**src/rtl/muxbus_pkg.sv**
```systemverilog
package muxbus_pkg;

    typedef enum logic [1:0] {
        ST_IDLE  = 2'd0,
        ST_ADDR  = 2'd1,
        ST_READ  = 2'd2,
        ST_WRITE = 2'd3
    } bus_st_t;

    typedef enum logic {
        MODE_SPLIT = 1'b0,
        MODE_DIR   = 1'b1
    } bus_mode_t;

endpackage

```
**src/rtl/mb_sync.sv**
```systemverilog
module mb_sync #(
    parameter int         W       = 1,
    parameter logic [W-1:0] RST_VAL = '0
) (
    input  logic         clk,
    input  logic         rst_n,
    input  logic [W-1:0] d,
    output logic [W-1:0] q
);
    for (genvar i = 0; i < W; i++) begin : g_bit
        logic meta;
        logic stab;
        always_ff @(posedge clk or negedge rst_n) begin
            if (!rst_n) begin
                meta <= RST_VAL[i];
                stab <= RST_VAL[i];
            end else begin
                meta <= d[i];
                stab <= meta;
            end
        end
        assign q[i] = stab;
    end
endmodule

```
**src/rtl/mb_regfile.sv**
```systemverilog
module mb_regfile #(
    parameter int BUS_W = 8,
    parameter int DEPTH = 64
) (
    input  logic             clk,
    input  logic             rst_n,
    input  logic             wr_en,
    input  logic [BUS_W-1:0] addr,
    input  logic [BUS_W-1:0] wdata,
    output logic [BUS_W-1:0] rdata
);
    localparam int AW = $clog2(DEPTH);

    logic [BUS_W-1:0] mem [DEPTH];
    logic             in_range;
    logic [AW-1:0]    idx;

    assign in_range = (addr >> AW) == '0;
    assign idx      = addr[AW-1:0];

    always_ff @(posedge clk or negedge rst_n) begin
        if (!rst_n) begin
            for (int i = 0; i < DEPTH; i++) mem[i] <= '0;
        end else if (wr_en && in_range) begin
            mem[idx] <= wdata;
        end
    end

    assign rdata = in_range ? mem[idx] : '0;
endmodule

```
**src/rtl/mb_fsm.sv**
```systemverilog
module mb_fsm
    import muxbus_pkg::*;
#(
    parameter int BUS_W = 8
) (
    input  logic             clk,
    input  logic             rst_n,
    input  bus_mode_t        mode,
    input  logic             s_astb,
    input  logic             s_dstb,
    input  logic             s_rw,
    input  logic             s_cs_n,
    input  logic             s_pf,
    input  logic [BUS_W-1:0] s_ad,
    output logic [BUS_W-1:0] addr_q,
    output logic             rd_act,
    output logic             wr_en
);
    bus_st_t state, state_nx;
    logic    p_astb;
    logic    astb_fall;
    logic    rd_cond, wr_start, wr_end;
    logic    addr_phase;

    assign astb_fall  = p_astb & ~s_astb;
    assign addr_phase = (state == ST_IDLE) || (state == ST_ADDR);

    always_comb begin
        if (mode == MODE_SPLIT) begin
            rd_cond  = !s_dstb;
            wr_start = !s_rw;
            wr_end   = s_rw;
        end else begin
            rd_cond  = s_dstb && s_rw;
            wr_start = s_dstb && !s_rw;
            wr_end   = !s_dstb;
        end
    end

    // state register
    always_ff @(posedge clk or negedge rst_n) begin
        if (!rst_n) begin
            state  <= ST_IDLE;
            p_astb <= 1'b0;
        end else begin
            state  <= state_nx;
            p_astb <= s_astb;
        end
    end

    // shared address latch
    always_ff @(posedge clk or negedge rst_n) begin
        if (!rst_n)                       addr_q <= '0;
        else if (addr_phase && astb_fall) addr_q <= s_ad;
    end

    // next state
    always_comb begin
        state_nx = state;
        unique case (state)
            ST_IDLE:  if (astb_fall) state_nx = ST_ADDR;
            ST_ADDR: begin
                if (astb_fall)                  state_nx = ST_ADDR;
                else if (!s_cs_n && rd_cond)    state_nx = ST_READ;
                else if (!s_cs_n && wr_start)   state_nx = ST_WRITE;
            end
            ST_READ:  if (s_cs_n || !rd_cond) state_nx = ST_IDLE;
            ST_WRITE: if (s_cs_n || wr_end)   state_nx = ST_IDLE;
            default:  state_nx = ST_IDLE;
        endcase
    end

    // outputs
    always_comb begin
        rd_act = 1'b0;
        wr_en  = 1'b0;
        unique case (state)
            ST_IDLE, ST_ADDR: ;
            ST_READ:  rd_act = 1'b1;
            ST_WRITE: wr_en  = !s_cs_n && wr_end && !s_pf;
            default: ;
        endcase
    end


    oe_needs_cs_chk: assert property (@(posedge clk) disable iff (!rst_n)
        rd_act |-> $past(!s_cs_n));


    addr_cap_chk: assert property (@(posedge clk) disable iff (!rst_n)
        (astb_fall && addr_phase) |=> (addr_q == $past(s_ad)));
endmodule

```
**src/rtl/muxbus_slave.sv**
```systemverilog
module muxbus_slave
    import muxbus_pkg::*;
#(
    parameter int BUS_W = 8,
    parameter int DEPTH = 64
) (
    input  logic             clk,
    input  logic             rst_n,
    input  logic             mode_sel,
    input  logic             cs_n,
    input  logic             addr_stb,
    input  logic             data_stb,
    input  logic             dir_stb,
    input  logic             pwr_fail,
    input  logic [BUS_W-1:0] ad_in,
    output logic [BUS_W-1:0] ad_out,
    output logic             ad_oe
);
    localparam int            CTL_W   = 5;
    localparam logic [BUS_W-1:0] DEPTH_B = BUS_W'(DEPTH);

    bus_mode_t        mode_q;
    logic             mode_ld;
    logic [CTL_W-1:0] ctl_raw, ctl_s;
    logic [BUS_W-1:0] ad_s;
    logic [BUS_W-1:0] addr_q, rdata;
    logic             rd_act, wr_en;
    logic             s_astb, s_dstb, s_rw, s_cs_n, s_pf;

    // mode is taken once after reset release
    always_ff @(posedge clk or negedge rst_n) begin
        if (!rst_n) begin
            mode_q  <= MODE_SPLIT;
            mode_ld <= 1'b0;
        end else if (!mode_ld) begin
            mode_q  <= bus_mode_t'(mode_sel);
            mode_ld <= 1'b1;
        end
    end

    assign ctl_raw = {pwr_fail, cs_n, dir_stb, data_stb, addr_stb};

    mb_sync #(.W(CTL_W), .RST_VAL(5'b11110)) u_ctl_sync (
        .clk(clk), .rst_n(rst_n), .d(ctl_raw), .q(ctl_s));

    mb_sync #(.W(BUS_W), .RST_VAL('0)) u_ad_sync (
        .clk(clk), .rst_n(rst_n), .d(ad_in), .q(ad_s));

    assign {s_pf, s_cs_n, s_rw, s_dstb, s_astb} = ctl_s;

    mb_fsm #(.BUS_W(BUS_W)) u_fsm (
        .clk(clk), .rst_n(rst_n), .mode(mode_q),
        .s_astb(s_astb), .s_dstb(s_dstb), .s_rw(s_rw),
        .s_cs_n(s_cs_n), .s_pf(s_pf), .s_ad(ad_s),
        .addr_q(addr_q), .rd_act(rd_act), .wr_en(wr_en));

    mb_regfile #(.BUS_W(BUS_W), .DEPTH(DEPTH)) u_rf (
        .clk(clk), .rst_n(rst_n), .wr_en(wr_en),
        .addr(addr_q), .wdata(ad_s), .rdata(rdata));

    assign ad_oe  = rd_act;
    assign ad_out = rd_act ? rdata : '0;


    mode_hold_chk: assert property (@(posedge clk) disable iff (!rst_n)
        mode_ld |=> $stable(mode_q));


    pf_block_chk: assert property (@(posedge clk) disable iff (!rst_n)
        wr_en |-> !s_pf);


    oor_zero_chk: assert property (@(posedge clk) disable iff (!rst_n)
        (ad_oe && (addr_q >= DEPTH_B)) |-> (ad_out == '0));
endmodule

```
**config.mk**
```make
export PLATFORM = sky130hd
export DESIGN_NAME = muxbus_slave
export DESIGN_NICKNAME = d
export VERILOG_FILES = /design/src/rtl/muxbus_pkg.sv /design/src/rtl/mb_sync.sv /design/src/rtl/mb_regfile.sv /design/src/rtl/mb_fsm.sv /design/src/rtl/muxbus_slave.sv
export SDC_FILE = /design/constraint.sdc
export NUM_CORES = 1
export LEC_CHECK = 0
export ABC_AREA = 1
export BUFFER_PORTS_ARGS = -buffer_cell sky130_fd_sc_hd__buf_2
export CAP_MARGIN = 20
export CORE_UTILIZATION = 30
export CTS_CLUSTER_DIAMETER = 150
export DETAILED_ROUTE_END_ITERATION = 6
export HOLD_SLACK_MARGIN = 0.05
export PLACE_DENSITY = 0.48
export REMOVE_ABC_BUFFERS = 1
export SYNTH_ARGS = -nofsm -noshare
export SYNTH_HDL_FRONTEND = slang
export SYNTH_SLANG_ARGS = --single-unit
```
**constraint.sdc**
```tcl
create_clock -name clk -period 2.5 [get_ports clk]
set_input_delay 0.25 -clock clk [delete_from_list [all_inputs] [get_ports clk]]
set_output_delay 0.25 -clock clk [all_outputs]
set_load 0.05 [all_outputs]
```
* Word level (Yosys, flattened, before mapping)
Index checks and enable logic that the tools add are counted.
** Storage, ports and cells
- Register bits :: 551
- Input bits :: 16
- Output and inout port bits :: 9
- Logic and storage cells :: 147
** Cells by class
- $lt $le $gt $ge :: 2
- Equality and inequality tests :: 7
- Mux-type cells :: 20
- Bitwise logic cells :: 3
- Reduce and logical (&&, ||, !) cells :: 20
** Operators with widths (number)
- $bwmux 512 :: 1
- $bmux 8 s6 :: 1
- $demux 8 s6 :: 1
- $mux 8 :: 5
- $mux 2 :: 6
- $logic_and 1x1->1 :: 9
- $logic_not 8->1 :: 1
- $pmux 2 s4 :: 1
- $ge 7x7->1 const B :: 1
- $lt 7x1->1 const B :: 1
- $not 6->7 :: 1
- $ne 2x1->1 const B :: 3
- $logic_not 1->1 :: 5
- $mux 1 :: 5
- $eq 2x2->1 const B :: 2
- $ne 4x3->1 const B :: 1
- $reduce_and 4->1 :: 1
- $logic_or 1x1->1 :: 3
- $eq 2x1->1 const B :: 1
- $logic_not 2->1 :: 1
- $and 1x1->1 :: 1
- $not 1->1 :: 1

* Logic depth before layout (Yosys ltp)
Gate-level depths: netlist of run 1.
- Depth in word-level cells :: 8
- Depth in mapped cells :: 14
- Depth with buffers taken out :: 11

* By module
From an unflattened synthesis of run 1, not the netlist that was laid out.
** Second synthesis, totals
- Cells, all modules :: 3419
- Area total of the unflattened synthesis :: 25801.0 sq um
** By module, submodules not included
- mb_regfile :: times used 1, cells an instance 3296, area an instance 24355.9 sq um, seq. area each 12812.3 sq um
- mb_fsm :: times used 1, cells an instance 60, area an instance 553.0 sq um, seq. area each 275.3 sq um
- mb_sync at u_ad_sync :: times used 1, cells an instance 24, area an instance 460.4 sq um, seq. area each 400.4 sq um
- mb_sync at u_ctl_sync :: times used 1, cells an instance 15, area an instance 297.8 sq um, seq. area each 260.2 sq um
- muxbus_slave :: times used 1, cells an instance 24, area an instance 133.9 sq um, seq. area each 50.0 sq um

* Worst setup path before layout of run 1
OpenSTA, ideal clock, no wires.
- Path kind :: register to output
- Start point :: register u_fsm.addr_q[0]
- End point :: output ad_out[7]
- Arrival :: 2.375 ns
- Required time :: 2.250 ns
- Slack :: -0.125 ns
- Stages on the path, launching flop included :: 15
- Path buffers :: 3
- Path through :: dfrtp_1 -> buf_2 -> clkinv_2 -> clkbuf_1 -> clkbuf_1 -> nand2_1 -> nand2_1 -> nand2_1 -> nand2_1 -> nand2_1 -> nand2_1 -> nand2_1 -> nand2_1 -> nor2_1 -> a21oi_1
** On the way
- Cells in the longest elaborated chain, start to end :: 6
** RTL lines
- from (decl) :: line mb_fsm.sv:15 : output logic [BUS_W-1:0] addr_q,
- from (signal assigned) :: line mb_fsm.sv:53 : if (!rst_n) addr_q <= '0;
- from (signal assigned) :: line mb_fsm.sv:54 : else if (addr_phase && astb_fall) addr_q <= s_ad;
- $not 6->7 (not written as such) :: line mb_regfile.sv:29 : assign rdata = in_range ? mem[idx] : '0;
- $bmux 8 s6 :: line mb_regfile.sv:29
- $mux 8 (not written as such) (2 in series) :: line mb_regfile.sv:29
- $mux 8 :: line mb_regfile.sv:29
- $mux 8 :: line muxbus_slave.sv:62 : assign ad_out = rd_act ? rdata : '0;
- to (decl) :: line muxbus_slave.sv:16 : output logic [BUS_W-1:0] ad_out,
Every way passes these cells. The select of a mux whose other input is x is not followed.

* Worst setup path after layout of run 1
- Start point :: register u_fsm.addr_q[0]
- End point :: output ad_out[5]
The elaborated chain is that of the path after synthesis.

==> reports/metrics.yaml, run 1 <==
timing:
  skew_ps: 23.1
  finalHoldViolations: 0
  min_period_over_period: 1.22
  layout_setup_ws_ps: -555
  tightest_slew_ps: 653
  slew_violations: 0
  max_freq_mhz: 327
  min_period_ps: 3050
  relSlewSlack: 0.564
  rsz0062_at_grt: "yes"
  setup_violations: 8
worst_setup_path:
  cp-end-kind: "output port"
  slowest_delay_ps: 560
  arrival_ps: 2800
  crit_required_ps: 2250
  path_buf_inv: 6
  crit_chain: "inv_12 > buf_4 > buf_6 > buf_16 > nand2_1 > nand2_1 > nand2_1 > nand2_1 > nand2_1 > nand2_1 > nand2_1 > nand2_1 > nor2_2 > a21oi_1 > buf_4 > buf_8"
  worst_path_most_repeated_cell: "nand2_1"
  path_class: "flop to output port"
  cp-start-kind: "flop"
  critPathSlowestCell: "dfrtp_4"
  crit_family: "buffers and inverters"
  crit_path_max_fanout: 10
clock_network:
  cts_tree: "done"
  clockBufferDepth: 3
  cts.htree.levels: 3
  clk_transition_reported_paths_ps: 60
  cts_buffers: 66
  cts-root-buf: "clkbuf_16"
  insertion_delay_ps: 610
  clock_sinks: 551
logic_synthesis:
  synth_area_leader_cell: "dfrtp_1"
  synth.most_common_cell: "nand2_1"
  ys_ff_latch: 551
  synthDistinctLibCells: 32
  ys_top_cells_by_area: "dfrtp_1 (53%), nand2_1 (28%), o21ai_0 (9.7%)"
  avgSynthCellArea_um2: 7.56
  yosys_warnings: 0
  async_reset_ff_frac: 1.00
  ys.flop_type: "dfrtp_1"
  syn_inst: 3415
  synth_edf_count: 0
  syn_area_mm2: 0.0258
  ys_top_cells_by_count: "nand2_1 (1931), dfrtp_1 (543), o21ai_0 (500)"
  synth.top_cell.area_share: 0.526
  yosysSeqAreaShare: 0.535
floorplanning:
  die-area_mm2: 0.0872
  die_x_um: 295
  row_count: 107
  core_area_mm2: 0.0851
  io_pins: 25
  start_util: 0.303
  die_h_um: 295
pwr:
  powerDensity_mw_per_mm2: 811
  vdd_drop_max_uv: 555
  fin_total_pwr_mw: 25.8
  leakage_nw: 15.6
placed_design:
  dpl-instance-area_mm2: 0.0285
  place_inst: 4531
  preCtsSetupSlack_ps: -246
  hpwl_mm: 51.0
  gp_congestion: 0.833
  io_buffers: 24
detailed_routing:
  viasPerCell: 4.64
  vias: 21825
  wl_per_cell_um: 17.3
  routed_wl_mm: 81.5
  drt.antenna.violating_nets: 0
  drt_iter0_drc: 1690
  route.detailed.drc: 0
  dr.pass1.iters: 5
global_route:
  use_met2: 0.306
  groute.usage.overall: 0.192
  grt_max_degree: 66
  antenna_found_initial: 0
  grt.met3_usage: 0.0237
  first_global_vias: 21584
  grt_overflow: 0
  grt_pass1_wl_mm: 129
  met1_usage: 0.272
  busiest_layer: "met2"
job:
  max-cap-violations: 0
cells_and_area:
  layout.cells.non_filler: 4703
  nets: 3525
  antennaDiodeCount: 0
  fin_area_mm2: 0.0318
  area_growth_pct: 23.1
  drive_gt1_frac: 0.146
  post-route-util: 0.373
hold_path:
  hp-class: "input pin to async pin"
outcome:
  violations: "negative setup slack"
  status: "finished with violations"
==> registers in the layout (all words and copies together) (netlist names) <==
signal and flops:
u_fsm.p_astb 1, u_ad_sync.g_bit.stab 8, u_ctl_sync.g_bit.meta 5, u_rf.mem 512
u_fsm.addr_q 8, mode_q 1, u_ctl_sync.g_bit.stab 5, mode_ld 1
u_fsm.state 2, u_ad_sync.g_bit.meta 8
==> kinds of logic after synthesis <==
family,count (synthesis),synth area share
buffers and inverters,279,0.0442
other,1,0.000145
DFF,551,0.535
and+or+nand+nor,2032,0.313
AOI/OAI and AO/OA,551,0.108
muxes,1,0.000436
==> worst reg2reg max path: stages, from the launching register on <==
cell,delay [ps]
dfstp_2,530
inv_1,50
o21ai_1,160
inv_1,60
nor2_1,110
nand2_2,170
buf_4,250
nor2_2,280
nand2_1,400
o21ai_0,300
==> report_power, final <==
group	internal [mW]	switching, mW	total, mW
sequential	9.15	0.227	9.38
clock	5.61	3.92	9.53
combinational	2.66	4.21	6.87
==> worst paths after layout <==
| check | slack [ps] | start | cells past startpoint | to |
|---|---|---|---|---|
| max | -550 | u_fsm.addr_q[0]$_DFFE_PN0P_ | 16 | ad_out[5] |
| min | 190 | rst_n | 2 | u_rf.mem[244]$_DFFE_PN0P_ |
| max reg2reg | 110 | u_ctl_sync.g_bit[2].stab$_DFF_PN1_ | 9 | u_rf.mem[490]$_DFFE_PN0P_ |
| min reg2reg | 350 | u_ad_sync.g_bit[4].meta$_DFF_PN0_ | 0 | u_ad_sync.g_bit[4].stab$_DFF_PN0_ |
| max in group asynchronous | 1400 | rst_n | 3 | u_rf.mem[15]$_DFFE_PN0P_ |
| min in group clk | 280 | ad_in[0] | 2 | u_ad_sync.g_bit[0].meta$_DFF_PN0_ |
==> metal layers <==
layer  wire length, µm  share of wire  up-vias
met3              3210          0.039       95
met2             36800           0.45      403
met4              1890          0.023        0
li1                  -              -    10933
met1             39600           0.49    10394
met5                 0              0        -
==> through the flow <==
stage | TNS [ps] | hold slack [ps]
finish | -4220 | 189
global route | -5640 | 213
CTS | -4260 | 195
detailed placement | -699 | 253
global placement | -781 | 250
floorplan | -2828630 | -45.6
==> placed cells by master, fill, tap and decap left out, drive strengths merged <==
| master | n |
|---|---|
| buf | 240 |
| dfrtp | 543 |
| nor3 | 9 |
| mux2 | 1 |
| a31oi | 1 |
| nor2 | 48 |
| a21oi | 9 |
| inv | 54 |
| or2 | 4 |
| conb | 1 |
| nand4 | 16 |
| dlygate4sd3 | 15 |
| clkbuf | 100 |
| clkinv | 11 |
| o211ai | 8 |
| nand2 | 1937 |
| nand3 | 18 |
| dfstp | 8 |
| bufinv | 3 |
| o21ai | 533 |
==> cell type report <==
cell class / instances / area (µm²)
clock buffers: 98 / 1900
clock inverters: 20 / 213
fillers: 9044 / 53400
inverters: 47 / 193
multi-input cells: 2585 / 11200
flip-flops and latches: 551 / 13800
well taps: 1144 / 1430
repair buffers: 257 / 3030
repair inverters: 1 / 20.0
==> timing repair <==
action	4_1_cts	5_1_grt
hold endpoints to repair	146	0
buffers inserted	28	3
pin swaps	52	10
setup endpoints to repair	8	22
resized for setup	138	29
hold buffers	15	0
gates cloned	9	2
Note: power is estimated with default switching activity, not from simulation.
==> run 2: changes to the inputs <==
--- a/config.mk
+++ b/config.mk
@@ -12,6 +12,7 @@
 export CTS_CLUSTER_DIAMETER = 150
 export DETAILED_ROUTE_END_ITERATION = 6
 export HOLD_SLACK_MARGIN = 0.05
+export MAX_ROUTING_LAYER = met4
 export PLACE_DENSITY = 0.48
 export REMOVE_ABC_BUFFERS = 1
 export SYNTH_ARGS = -nofsm -noshare
==> constraint.sdc (replaced) <==
create_clock -name clk -period 3.7 [get_ports clk]
set_input_delay 0.37 -clock clk [delete_from_list [all_inputs] [get_ports clk]]
set_output_delay 0.37 -clock clk [all_outputs]
set_load 0.05 [all_outputs]
==> run 2 against run 1 <==
  * The run now ends clean
  * First-iteration DRC count down 9.6%
  * Die area unchanged
  * Global-route usage decreased by 0.071 points
  * Register-to-register slack better by 830 ps
  * Sequential share of layout area increased by 3.2 points
  * Critical endpoint is now ad_out[1]
  * Largest cell class unchanged
==> reports/metrics.yaml, run 2 (synthesis gave the netlist of run 1 again) <==
cells_and_area:
  n_fill_cell: 9174
  layout.cells.non_filler: 4547
  area_growth_pct: 14.7
  nets: 3375
  drive_gt1_frac: 0.0799
  regMostFlops: "u_rf.mem"
  antennaDiodeCount: 0
  largest_reg_flops: 512
  multi_input_area_mm2: 0.0109
  final_common_cell: "nand2_1"
  final_cell_mix: "nand2_1 (1931), dfrtp_1 (540), o21ai_0 (500)"
  area.sequential_mm2: 0.0138
worst_setup_path:
  timing.rr.end: "u_rf.mem[296]$_DFFE_PN0P_"
  timing.rr.start: "u_fsm.addr_q[1]$_DFFE_PN0P_"
  crit_required_ps: 3330
  r2r_cells: 7
  cp-end-kind: "output port"
  cp-start-kind: "flop"
  arrival_ps: 3170
  path_class: "flop to output port"
  crit_path_max_fanout: 46
  rrSetupSlack_ps: 940
timing:
  max_freq_mhz: 282
  relSlewSlack: 0.310
  skew_ps: 27.2
  setup_violations: 0
  layout_setup_ws_ps: 156
  rsz0062_at_grt: "no"
  min_period_over_period: 0.958
  slew_violations: 0
  tns_ps: 0
  finalHoldViolations: 0
  min_period_ps: 3540
  worst_hold_slack_ps: 340
  tightest_slew_ps: 1040
global_route:
  grt_pass1_wl_mm: 126
  first_global_vias: 20743
  grt_overflow: 0
  groute.usage.overall: 0.191
  antenna_found_initial: 0
  grt_max_degree: 95
pwr:
  powerDensity_mw_per_mm2: 538
  vdd_drop_max_uv: 405
  fin_total_pwr_mw: 15.9
  leakage_nw: 14.6
clock_network:
  clockBufferDepth: 3
  cts.htree.levels: 3
  clock_sinks: 551
  cts-root-buf: "clkbuf_16"
  cts_buffers: 66
  clk_transition_reported_paths_ps: 60
  cts_tree: "done"
  insertion_delay_ps: 610
detailed_routing:
  viasPerCell: 4.67
  vias: 21231
  drt_iter0_drc: 1527
  drt.antenna.violating_nets: 0
  dr.pass1.iters: 5
  routed_wl_mm: 78.6
  wl_per_cell_um: 17.3
  route.detailed.drc: 0
hold_path:
  hp-class: "input pin to async pin"
job:
  max-cap-violations: 0
placed_design:
  gp_congestion: 0.850
  place_inst: 4417
  io_buffers: 24
  preCtsSetupSlack_ps: 643
  hpwl_mm: 47.7
floorplanning:
  die-area_mm2: 0.0872
  row_count: 107
  die_x_um: 295
  start_util: 0.303
  core_area_mm2: 0.0851
  die_h_um: 295
  io_pins: 25
outcome:
  status: "complete, no violations"
## run 2: changes by cell type in the layout (fill, tap and decap cells not counted), sizes merged
cell,change
buf,-147
clkbuf,-6
inv,-6
clkinvlp,+2
bufinv,+1
## run 2: timing repair
| item | 4_1_cts | 5_1_grt |
|---|---|---|
| gates resized for setup | 2 | 7 |
| setup endpoints to repair | 3 | 7 |
| hold endpoints to repair | 73 | 0 |
| pin swaps | 0 | 1 |
| setup buffers | 0 | 3 |
| hold buffers | 15 | 0 |
## run 2: how the worst max path moves through the flow
stage	start	endpoint	slack (ps)	cells after the start
finish	u_fsm.addr_q[1]$_DFFE_PN0P_	ad_out[1]	160	10
global route	u_fsm.addr_q[0]$_DFFE_PN0P_	ad_out[4]	20	13
CTS	u_fsm.addr_q[0]$_DFFE_PN0P_	ad_out[6]	30	13
detailed placement	u_fsm.addr_q[0]$_DFFE_PN0P_	ad_out[4]	640	13
global placement	u_fsm.addr_q[0]$_DFFE_PN0P_	ad_out[4]	610	13
floorplan	u_fsm.addr_q[0]$_DFFE_PN0P_	ad_out[6]	-6830	8
## run 2: final cells by class
class / instances / share of cell area
clock buffers: 94 / 0.0641
clock inverters: 18 / 0.00799
inverters: 47 / 0.00672
multi-input cells: 2585 / 0.368
flip-flops and latches: 551 / 0.466
well taps: 1144 / 0.0483
repair buffers: 108 / 0.0384
## run 2: routing by layer
layer	GRT usage	wire, µm	up-vias
met1	0.268	38800	10156
met2	0.289	35000	380
met5	-	0	-
met3	0.0241	3120	112
li1	-	-	10583
met4	0.0531	1770	0
## run 2: through the flow
stage	area (µm²)	utilization
2_1_floorplan	24900	-
3_3_place_gp	27300	0.320
3_5_place_dp	27300	0.320
4_1_cts	29600	0.347
5_1_grt	29600	0.348
6_report	29600	0.348
## run 2: worst max-delay path: stages, from the launching register on
cell	delay [ps]
dfrtp_4	610
buf_4	560
nand2_1	110
nand2_1	90
nand2_1	50
nand2_1	140
nand2_1	140
nand2_1	110
nor2_1	70
a21oi_1	270
buf_2	330
## run 2: power breakdown
group	internal, mW	leakage [nW]	switching (mW)
logic	0.662	5.94	2.40
clock network	3.86	1.04	2.64
registers	6.18	7.60	0.205
==> run 3: changes to the inputs <==
--- a/config.mk
+++ b/config.mk
@@ -8,12 +8,14 @@
 export ABC_AREA = 1
 export BUFFER_PORTS_ARGS = -buffer_cell sky130_fd_sc_hd__buf_2
 export CAP_MARGIN = 20
+export CELL_PAD_IN_SITES_DETAIL_PLACEMENT = 1
+export CELL_PAD_IN_SITES_GLOBAL_PLACEMENT = 2
 export CORE_UTILIZATION = 30
 export CTS_CLUSTER_DIAMETER = 150
 export DETAILED_ROUTE_END_ITERATION = 6
 export HOLD_SLACK_MARGIN = 0.05
 export MAX_ROUTING_LAYER = met4
-export PLACE_DENSITY = 0.48
+export PLACE_DENSITY = 0.69
 export REMOVE_ABC_BUFFERS = 1
 export SYNTH_ARGS = -nofsm -noshare
 export SYNTH_HDL_FRONTEND = slang
==> run 3 against run 2 <==
  * Worst setup slack better by 41 ps
  * Largest cell class unchanged
  * Maximum frequency up 1.2%
  * Combinational power up 8.8%
  * Sequential power about the same
  * Non-clock buffer count up 40
==> reports/metrics.yaml, run 3 (synthesis gave the netlist of run 1 again) <==
timing:
  slew_violations: 0
  rsz0062_at_grt: "no"
  tightest_slew_ps: 1090
  skew_ps: 21.2
  min_period_over_period: 0.947
  worst_hold_slack_ps: 321
  max_freq_mhz: 285
  setup_violations: 0
  min_period_ps: 3500
  layout_setup_ws_ps: 197
  finalHoldViolations: 0
  relSlewSlack: 0.275
cells_and_area:
  largest_reg_flops: 512
  area_growth_pct: 15.8
  n_fill_cell: 10354
  regMostFlops: "u_rf.mem"
  layout.cells.non_filler: 4596
  drive_gt1_frac: 0.0913
  final_common_cell: "nand2_1"
  nets: 3418
  area.sequential_mm2: 0.0138
  multi_input_area_mm2: 0.0109
  final_cell_mix: "nand2_1 (1931), dfrtp_1 (540), o21ai_0 (499)"
worst_setup_path:
  cp-end-kind: "output port"
  slowest_delay_ps: 560
  worst_path_most_repeated_cell: "nand2_1"
  cp-start-kind: "flop"
  path_class: "flop to output port"
  crit_path_max_fanout: 28
  critPathSlowestCell: "dfrtp_4"
  crit_required_ps: 3330
  arrival_ps: 3130
  crit_chain: "inv_8 > buf_12 > buf_12 > nand2_1 > nand2_1 > nand2_1 > nand2_1 > nand2_1 > nand2_1 > nand2_1 > nand2_1 > nor2_1 > a21oi_2 > buf_4 > buf_12"
clock_network:
  cts.htree.levels: 3
  cts-root-buf: "clkbuf_16"
  insertion_delay_ps: 620
  cts_tree: "done"
  clk_transition_reported_paths_ps: 60
  cts_buffers: 69
  clock_sinks: 551
  clockBufferDepth: 3
placed_design:
  place_inst: 4454
  io_buffers: 24
  preCtsSetupSlack_ps: 570
  gp_congestion: 0.825
  hpwl_mm: 57.0
outcome:
  status: "complete, no violations"
global_route:
  grt_overflow: 0
  groute.usage.overall: 0.220
  first_global_vias: 23260
  grt_pass1_wl_mm: 143
  antenna_found_initial: 4
  grt_max_degree: 87
detailed_routing:
  wl_met1_mm: 43.3
  drt_iter0_drc: 1550
  dr_wl_met3_mm: 3.21
  route.detailed.drc: 0
  drt.antenna.violating_nets: 0
  routed_wl_mm: 90.7
  wl_per_cell_um: 19.7
  viasPerCell: 4.84
  vias: 22222
  wl_met2_mm: 42.1
  routed.top_layer: "met4"
  dr.pass1.iters: 5
floorplanning:
  die-area_mm2: 0.0872
  row_count: 107
  start_util: 0.303
  core_area_mm2: 0.0851
  io_pins: 25
  die_x_um: 295
  die_h_um: 295
pwr:
  powerDensity_mw_per_mm2: 542
  leakage_nw: 14.8
  vdd_drop_max_uv: 342
hold_path:
  hp-class: "input pin to async pin"
job:
  max-cap-violations: 0
==> run 3: changes by cell type in the layout (fill, tap and decap cells not counted), moves of 2 or more <==
cell,delta
clkbuf_16,+2
clkbuf_1,+5
buf_4,+45
clkinv_2,+3
buf_2,-4
bufinv_16,-3
clkinv_8,-2
==> run 3: stage by stage <==
stage                     instance area (µm²)  utilization  power, mW  setup TNS [ps]
after CTS                               29900        0.351       16.4               0
final                                   29900        0.351       16.2               0
after detailed placement                27600        0.324       9.80               0
after global routing                    29900        0.351       16.9               0
after floorplan                         24900            -       7.85        -2204390
after global placement                  27600        0.324       9.76               0
==> run 3: worst paths after layout <==
check / startpoint / to / slack [ps] / depth (start not counted)
min in group clk: u_ad_sync.g_bit[6].meta$_DFF_PN0_ / u_ad_sync.g_bit[6].stab$_DFF_PN0_ / 350 / 0
max in group asynchronous: rst_n / u_rf.mem[56]$_DFFE_PN0P_ / 2320 / 3
max reg2reg: u_fsm.addr_q[1]$_DFFE_PN0P_ / u_rf.mem[358]$_DFFE_PN0P_ / 760 / 9
max: u_fsm.addr_q[0]$_DFFE_PN0P_ / ad_out[0] / 200 / 15
min: rst_n / u_rf.mem[372]$_DFFE_PN0P_ / 320 / 2
min reg2reg: u_ad_sync.g_bit[6].meta$_DFF_PN0_ / u_ad_sync.g_bit[6].stab$_DFF_PN0_ / 350 / 0
==> run 3: area by class of cell <==
cell class,instances,area share
clock inverter,18,0.00490
clock buffer,102,0.0663
timing repair buffer,148,0.0483
sequential,551,0.462
inverter,47,0.00628
antenna,1,0.0000837
tap,1144,0.0479
multi-input combinational,2585,0.365
==> run 3: layer usage <==
layer | global-route usage | vias up
met1 | 0.298 | 11104
met2 | 0.345 | 314
li1 | - | 10683
met3 | 0.0303 | 121
met4 | 0.0586 | 0
met5 | - | -
==> run 3: power by group <==
part / switching [mW] / total (mW) / internal [mW]
clock network: 2.71 / 6.49 / 3.78
registers: 0.206 / 6.39 / 6.19
logic: 2.56 / 3.33 / 0.769
==> run 3: repair_timing <==
item | CTS | global route
pin swaps | 0 | 0
buffers inserted | 0 | 6
resized for setup | 4 | 1
endpoints found under the setup margin | 4 | 6
hold endpoints to repair | 62 | 0
hold buffers | 15 | 0
==> run 3: worst max-delay path, delay by kind of cell, from the launching register on <==
family          cells  cell delay [ps]
compound gates      1              280
buf+inv             5              910
flops               1              560
simple gates        9              720
